`src/rtl/adc_rd_pkg.sv`:
```
package adc_rd_pkg;
  typedef enum logic [2:0] {
    S_IDLE, S_CSSU, S_CONV, S_PHI, S_PLO, S_WAIT, S_NHI, S_NLO
  } rd_state_e;

  // Join the two bus reads: the high read carries bits 11..4, the upper
  // nibble of the low read carries bits 3..0.
  function automatic logic [11:0] join_word(input logic [7:0] hi,
                                            input logic [7:0] lo);
    return {hi, lo[7:4]};
  endfunction
endpackage

```
`src/rtl/adc_rd_timer.sv`:
```
module adc_rd_timer #(
  parameter int W = 4
) (
  input  logic         clk,
  input  logic         rst_n,
  input  logic         load,
  input  logic [W-1:0] load_val,
  output logic         done
);
  logic [W-1:0] cnt_q;

  always_ff @(posedge clk or negedge rst_n) begin
    if (!rst_n)             cnt_q <= '0;
    else if (load)          cnt_q <= load_val;
    else if (cnt_q != '0)   cnt_q <= cnt_q - 1'b1;
  end

  assign done = (cnt_q == '0);
endmodule

```
`src/rtl/adc_rd_assemble.sv`:
```
module adc_rd_assemble
  import adc_rd_pkg::*;
(
  input  logic        clk,
  input  logic        rst_n,
  input  logic        take_hi,
  input  logic        take_lo,
  input  logic [7:0]  bus_i,
  output logic [11:0] word_o,
  output logic        stb_o
);
  logic [7:0]  hi_q;
  logic [11:0] word_q;
  logic        stb_q;

  always_ff @(posedge clk or negedge rst_n) begin
    if (!rst_n) begin
      hi_q   <= '0;
      word_q <= '0;
      stb_q  <= 1'b0;
    end else begin
      stb_q <= take_lo;
      if (take_hi) hi_q   <= bus_i;
      if (take_lo) word_q <= join_word(hi_q, bus_i);
    end
  end

  assign word_o = word_q;
  assign stb_o  = stb_q;
endmodule

```
`src/rtl/adc_byte_reader.sv`:
```
module adc_byte_reader
  import adc_rd_pkg::*;
#(
  parameter int CS_SETUP = 2,
  parameter int RC_LOW   = 3,
  parameter int SETTLE   = 2,
  parameter int WINDOW   = 200,
  parameter int TIMEOUT  = 1000
) (
  input  logic        clk,
  input  logic        rst_n,
  input  logic        start_i,
  input  logic        prev_read_en_i,
  input  logic        busy_i,
  input  logic [7:0]  bus_i,
  output logic        cs_n_o,
  output logic        rc_o,
  output logic        byte_sel_o,
  output logic        ext_clk_sel_o,
  output logic        sclk_o,
  output logic [11:0] result_o,
  output logic        valid_o,
  output logic        ready_o,
  output logic        err_o
);
  localparam int PW   = $clog2(CS_SETUP + RC_LOW + SETTLE + 2);
  localparam int SMAX = (WINDOW > TIMEOUT) ? WINDOW : TIMEOUT;
  localparam int SW   = $clog2(SMAX + 2);

  rd_state_e state_q, state_d;
  logic [PW-1:0] phase_val;
  logic          phase_load, phase_done;
  logic [1:0]    bsync_q;
  logic          bprev_q, busy_rise, rise_pend_q;
  logic [SW-1:0] since_q;
  logic          win_exp, tmo;
  logic          mode_q, have_q, err_q;
  logic          take_hi, take_lo;
  logic          asm_stb;
  logic [11:0]   asm_word;

  // Busy flag arrives asynchronously: two-flop synchroniser and edge detect.
  always_ff @(posedge clk or negedge rst_n) begin
    if (!rst_n) begin
      bsync_q <= 2'b00;
      bprev_q <= 1'b0;
    end else begin
      bsync_q <= {bsync_q[0], busy_i};
      bprev_q <= bsync_q[1];
    end
  end
  assign busy_rise = bsync_q[1] & ~bprev_q;

  // Cycles since read/convert fell; cleared during chip-select setup.
  always_ff @(posedge clk or negedge rst_n) begin
    if (!rst_n) since_q <= '0;
    else if (state_q == S_CSSU) since_q <= '0;
    else if (state_q != S_IDLE && since_q != '1) since_q <= since_q + 1'b1;
  end
  assign win_exp = int'(since_q) >= WINDOW;
  assign tmo     = int'(since_q) >= TIMEOUT;

  always_ff @(posedge clk or negedge rst_n) begin
    if (!rst_n) rise_pend_q <= 1'b0;
    else if (state_q == S_CSSU || state_q == S_IDLE) rise_pend_q <= 1'b0;
    else if (busy_rise) rise_pend_q <= 1'b1;
  end

  always_comb begin
    state_d = state_q;
    unique case (state_q)
      S_IDLE: if (start_i) state_d = S_CSSU;
      S_CSSU: if (phase_done) state_d = S_CONV;
      S_CONV: if (phase_done) state_d = (mode_q && have_q) ? S_PHI : S_WAIT;
      S_PHI:  if (win_exp) state_d = S_WAIT;
              else if (phase_done) state_d = S_PLO;
      S_PLO:  if (win_exp || phase_done) state_d = S_WAIT;
      S_WAIT: if (rise_pend_q || busy_rise) state_d = S_NHI;
              else if (tmo) state_d = S_IDLE;
      S_NHI:  if (phase_done) state_d = S_NLO;
      S_NLO:  if (phase_done) state_d = S_IDLE;
      default: state_d = S_IDLE;
    endcase
  end

  always_comb begin
    case (state_d)
      S_CSSU:                    phase_val = PW'(CS_SETUP - 1);
      S_CONV:                    phase_val = PW'(RC_LOW - 1);
      S_PHI, S_PLO, S_NHI, S_NLO: phase_val = PW'(SETTLE);
      default:                   phase_val = '0;
    endcase
  end
  assign phase_load = (state_d != state_q);

  adc_rd_timer #(.W(PW)) u_phase (
    .clk      (clk),
    .rst_n    (rst_n),
    .load     (phase_load),
    .load_val (phase_val),
    .done     (phase_done)
  );

  assign take_hi = phase_done &
                   ((state_q == S_PHI && !win_exp) || state_q == S_NHI);
  assign take_lo = phase_done &
                   ((state_q == S_PLO && !win_exp) || state_q == S_NLO);

  always_ff @(posedge clk or negedge rst_n) begin
    if (!rst_n) begin
      state_q <= S_IDLE;
      mode_q  <= 1'b0;
      have_q  <= 1'b0;
      err_q   <= 1'b0;
    end else begin
      state_q <= state_d;
      if (state_q == S_IDLE && start_i) mode_q <= prev_read_en_i;
      if (state_q == S_NLO && take_lo) have_q <= 1'b1;
      if (state_q == S_WAIT && !rise_pend_q && !busy_rise && tmo) err_q <= 1'b1;
    end
  end

  adc_rd_assemble u_asm (
    .clk     (clk),
    .rst_n   (rst_n),
    .take_hi (take_hi),
    .take_lo (take_lo),
    .bus_i   (bus_i),
    .word_o  (asm_word),
    .stb_o   (asm_stb)
  );

  assign ready_o       = (state_q == S_IDLE);
  assign cs_n_o        = (state_q == S_IDLE);
  assign rc_o          = (state_q != S_CONV);
  assign byte_sel_o    = (state_q == S_PLO) || (state_q == S_NLO);
  assign ext_clk_sel_o = 1'b1;
  assign sclk_o        = 1'b0;
  assign result_o      = asm_word;
  assign valid_o       = asm_stb;
  assign err_o         = err_q;
endmodule

```
`config.mk`:
```
export PLATFORM = sky130hd
export DESIGN_NAME = adc_byte_reader
export DESIGN_NICKNAME = d
export VERILOG_FILES = /design/src/rtl/adc_rd_pkg.sv /design/src/rtl/adc_rd_timer.sv /design/src/rtl/adc_rd_assemble.sv /design/src/rtl/adc_byte_reader.sv
export SDC_FILE = /design/constraint.sdc
export NUM_CORES = 1
export LEC_CHECK = 0
export ABC_AREA = 1
export BUFFER_PORTS_ARGS = -buffer_cell sky130_fd_sc_hd__buf_2
export CAP_MARGIN = 25
export CORE_MARGIN = 5
export CORE_UTILIZATION = 61
export DETAILED_ROUTE_END_ITERATION = 8
export MAX_ROUTING_LAYER = met4
export PLACE_DENSITY = 0.83
export SKIP_CTS_REPAIR_TIMING = 1
export SLEW_MARGIN = 20
export SYNTH_ARGS = -nofsm -noshare
export SYNTH_HDL_FRONTEND = slang
export SYNTH_SLANG_ARGS = --single-unit
```
`constraint.sdc`:
```
create_clock -name clk -period 5.08 [get_ports clk]
set_input_delay 0.254 -clock clk [delete_from_list [all_inputs] [get_ports clk]]
set_output_delay 0.254 -clock clk [all_outputs]
set_load 0.01 [all_outputs]
```
=== After elaboration in Yosys (flattened, before gate mapping) ===
Index checks and enable logic that the tools add are counted.

* Add/subtract/negate cells: 2
* Order comparisons: 2
* Equality and inequality tests: 16
* Muxes and demuxes: 19
* Bitwise logic cells: 4
* Reduce and logical (&&, ||, !) cells: 26

{| class="wikitable"
|+ Operators with widths
! operator !! count
|-
| 3-bit 2-to-1 mux || 11
|-
| 3-bit case mux with 8 select lines || 1
|-
| 3-bit equality test, second input constant || 7
|-
| 10-bit 2-to-1 mux || 2
|-
| 3-bit by 2-bit equality test with 1-bit output, second input constant || 4
|-
| 10-bit by 1-bit adder with 10-bit output, second input constant || 1
|-
| 10-bit greater-or-equal comparator, second input constant || 1
|-
| 10-bit by 8-bit greater-or-equal comparator with 1-bit output, second input constant || 1
|-
| 10-bit != test, second input constant || 1
|-
| 1-bit logical AND || 9
|-
| 4-bit 2-to-1 mux || 2
|-
| 3-bit by 1-bit equality test with 1-bit output, second input constant || 2
|-
| 1-bit logical OR || 6
|-
| 2-bit nonzero test || 3
|-
| 5-bit OR reduction || 1
|-
| 4-bit zero test || 1
|-
| 2-bit case mux with 2 select lines || 1
|-
| 4-bit nonzero test || 1
|-
| 4-bit by 1-bit subtractor with 4-bit output, second input constant || 1
|-
| 1-bit AND || 3
|-
| 1-bit zero test || 3
|-
| 3-bit zero test || 1
|-
| 3-bit by 2-bit != test with 1-bit output, second input constant || 1
|-
| 3-bit != test || 1
|-
| 3 further kinds || 4
|}

* Flip-flop bits (word level): 45
* Input port bits: 13
* Output and inout bits: 20
* Logic and storage cells: 81

=== Depth between registers and ports, before layout ===
* Word-level depth: 9
* Mapped depth: 13
* Mapped depth without buffers: 13

=== Modules after synthesis ===
From an unflattened synthesis, not the netlist that was laid out.

* Cells, all modules: 302
* Area total of the unflattened synthesis: 2287.2 um^2

{| class="wikitable"
|+ Modules (own cells, without submodules)
! module !! instances !! cells an instance !! area an instance (um^2) !! sequential area each (um^2)
|-
| adc_byte_reader || 1 || 182 || 1262.5 || 500.5
|-
| adc_rd_assemble || 1 || 86 || 782.0 || 525.5
|-
| adc_rd_timer || 1 || 34 || 242.7 || 100.1
|}

=== Least setup slack after synthesis ===
OpenSTA, ideal clock, no wires.

* Path type: register to register
* From: register u_phase.cnt_q[0]
* To: register u_asm.hi_q[2]
* Setup time: 0.127 ns
* Arrival: 1.574 ns
* Required time: 4.953 ns
* Setup slack: 3.379 ns
* Stages on the path, launching flop included: 8
* Buffers on the path: 1
* Clock period less this slack: 1.701 ns
* Cell sequence: dfrtp_1 inv_1 ha_1 nand2_2 inv_2 a31oi_2 buf_4 mux2_1

* Cells in the longest elaborated chain, start to end: 2

{| class="wikitable"
|+ RTL lines
! element !! RTL line !! source
|-
| start, declared || adc_rd_timer.sv:10 || <nowiki>logic [W-1:0] cnt_q;</nowiki>
|-
| start signal, assigned || adc_rd_timer.sv:14 || <nowiki>else if (load) cnt_q <= load_val;</nowiki>
|-
| start signal, assigned || adc_rd_timer.sv:15 || <nowiki>else if (cnt_q != '0) cnt_q <= cnt_q - 1'b1;</nowiki>
|-
| 4-bit zero test || adc_rd_timer.sv:18 || <nowiki>assign done = (cnt_q == '0);</nowiki>
|-
| 1-bit AND || adc_byte_reader.sv:104 || <nowiki>assign take_hi = phase_done &</nowiki>
|-
| end signal, assigned || adc_rd_assemble.sv:23 || <nowiki>if (take_hi) hi_q <= bus_i;</nowiki>
|-
| end, declared || adc_rd_assemble.sv:12 || <nowiki>logic [7:0] hi_q;</nowiki>
|}

No other way between the ends.
A chain may end at the register's enable or synchronous reset.

=== Final worst setup path ===
* From: register u_phase.cnt_q[0]
* To: register u_asm.hi_q[1]

Same word-level chain as after synthesis.

==> summary.txt <==
Run status
  • Outcome: finished, final reports clean

Yosys
  • Post-Syn Nets: roughly 300
  • Post-synth EDFFs: 0
  • Syn avg cell area: around 8.3 sq um
  • Synth Instances: between 200 and 300
  • Sequential cell area fraction in the yosys report: 0.481
  • Mapped cell area: around 0.0023 sq mm
  • Ys Warns: 0
  • Synth Flop Type: dfrtp_1
  • Netlist cell types: 34
  • Async S/R FF share, synth: 1.00
  • Seq cells post-synth: 45

Routing
  • Initial DRT Pass Iterations: 4
  • Routed Antenna Nets: 0
  • 1st-iter DRT viols: around 160
  • DR vias: between 1500 and 2000
  • Drt wl/cell: ~13 microns
  • Avg Vias per Cell: 5.18
  • DR DRC count: 0
  • Routed WL: approximately 4600 microns

STA
  • Max-slew violations: 0
  • Actual slew at the worst max-slew pin: 560 ps
  • Setup violations, final: 0
  • Setup TNS: 0 ps
  • Crit path time final: slightly above 2000 ps
  • Final hold vios: 0
  • Min Hold Slack: roughly 60 ps
  • Relative slew margins: 0.625
  • Final period util: 0.396
  • Skew final: 6.54 ps
  • Fmax: approximately 500 MHz
  • RSZ-0062 raised after global routing: no

Placement
  • Routability cong.: 0.936
  • Post-DP HPWL: between 3000 and 4000 microns
  • I/O Buffers: 30
  • Placed cell count: 354

Finish
  • Fraction of final layout cells with drive strength greater than 1: 0.234
  • Cell Count, Final, Fillers Out: approximately 360
  • Layout filler cell count: just under 300
  • Final nets: 331
  • Commonest non-fill, non-tap cells in the layout: nand2_1 (79), dfrtp_1 (45), inv_1 (38), buf_2 (30), nor2_1 (19)
  • Most common cell after layout, fill and taps aside: nand2_1
  • Area Overhead vs Synth: 12.3%
  • ANT cells: 0

Critical path
  • Kind of critical path: flop to flop
  • Critical Path RT: ~5300 ps
  • CP startpoint kind: flop
  • CP Max Fanout: 12
  • Data arrival time of the worst path: ~2200 ps
  • Setup crit end kind: flop

Pwr
  • Worst vdd rail ir drop: approximately 320 uV
  • Pwr per Cell Area: approximately 610 mW/mm^2
  • Leakage: 1.42 nW

Floorplan
  • Ports: 33
  • Core area: 0.00369 sq mm
  • Chip height: around 72 microns
  • Initial Utilization: 0.635
  • Row cnt: 22
  • Die area: between 0.005 and 0.006 sq mm
  • Die Width: roughly 72 microns

CTS
  • Clock buffer depth: 2
  • Worst-path clk slew: around 90 ps
  • H-tree lvl count: 2
  • Clock Latency Late Sink: 300 ps
  • CTS tree: yes
  • Num CTS Buffers: 5
  • Root Driver: clkbuf_8
  • TritonCTS sink count: 45

Global routing
  • GRT overflow: 0
  • Total global-route track usage: 0.205
  • Global-route wire length before repair: 8140 microns
  • Vias in the first global route: 1867
  • Initial antenna violation count: 0
  • Pin count of the biggest net entering global routing: 46

Job
  • Max-cap violations: 0

Hold path
  • Min-Delay Path Class: input port to flop
==> cell usage after synthesis, types with 3 or more instances <==
cell type | instances | share of area
nand2_1 | 79 | 0.13
dfrtp_1 | 45 | 0.48
inv_1 | 38 | 0.061
nor2_1 | 19 | 0.030
o21ai_0 | 18 | 0.038
nand3_1 | 14 | 0.030
nor2_2 | 9 | 0.024
a21oi_1 | 8 | 0.017
inv_2 | 5 | 0.0080
buf_4 | 4 | 0.013
nand2_2 | 4 | 0.011
nand3_2 | 4 | 0.017
buf_6 | 3 | 0.014
ha_1 | 3 | 0.016
mux2_2 | 3 | 0.014
nand4_1 | 3 | 0.0080
==> area by class of cell <==
class                      instances  area, sq um  share of cell area
clock buffer                       6         72.6              0.0276
multi-input combinational        186          981               0.373
timing repair buffer              32          180              0.0685
clock inverter                     2         38.8              0.0147
inverter                          45          171              0.0652
tap                               48         60.1              0.0228
sequential                        45         1130               0.428
==> kinds of logic after synthesis <==
logic type | share of synthesized area
other | 0.00321
DFF | 0.481
adders and majority gates | 0.0160
muxes | 0.0240
buffers and inverters | 0.100
and+or+nand+nor | 0.280
AOI/OAI and AO/OA | 0.0882
xor gates and xnor gates | 0.00748
==> per-layer routing <==
metal | share of wire | global-route usage | up-vias
met5 | 0 | - | -
met4 | 0.015 | 0.0752 | 0
met3 | 0.044 | 0.0416 | 7
met2 | 0.53 | 0.354 | 36
met1 | 0.41 | 0.235 | 901
li1 | - | - | 942
==> final timing paths <==
check                            startpoint            end  slack, ps  depth (start not counted)
setup / recovery           u_phase.cnt_q[0]  u_asm.hi_q[1]       3070                          6
hold / removal                       busy_i     bsync_q[0]         60                          1
setup reg to reg           u_phase.cnt_q[0]  u_asm.hi_q[1]       3070                          6
hold reg to reg                  bsync_q[0]     bsync_q[1]        350                          0
max in group asynchronous             rst_n     state_q[0]       4270                          3
min in group asynchronous             rst_n     since_q[3]        360                          2
==> power by group <==
part	internal, W	switching, W	total [W]	leakage (nW)
Sequential	0.000496	0.000104	0.000600	0.566
Clock	0.000148	0.000123	0.000271	0.0554
Combinational	0.000264	0.000460	0.000723	0.796
Total	0.000908	0.000686	0.00159	1.42
==> flip-flops by register name, summed over array words and instances (netlist names) <==
signal / cells
mode_q: 1
u_asm.word_o: 12
since_q: 10
u_phase.cnt_q: 4
bprev_q: 1
bsync_q: 2
state_q: 3
u_asm.hi_q: 8
u_asm.stb_o: 1
err_o: 1
have_q: 1
rise_pend_q: 1
==> metrics by stage <==
step	area [sq um]	total power, W	util	setup WS [ps]
floorplan	2340	0.00115	-	3380
global placement	2490	0.00128	0.675	3180
detailed placement	2490	0.00132	0.675	3080
CTS	2600	0.00160	0.705	3060
global route	2630	0.00174	0.713	2950
finish	2630	0.00159	0.713	3070
==> critical path, stage by stage (launching register included) <==
cell and delay (ps):
dfrtp_1 400, inv_1 60, ha_1 240, nand2_2 190, inv_2 90, a31oi_2 510
mux2_2 400
Note: power is estimated with default switching activity, not from simulation.
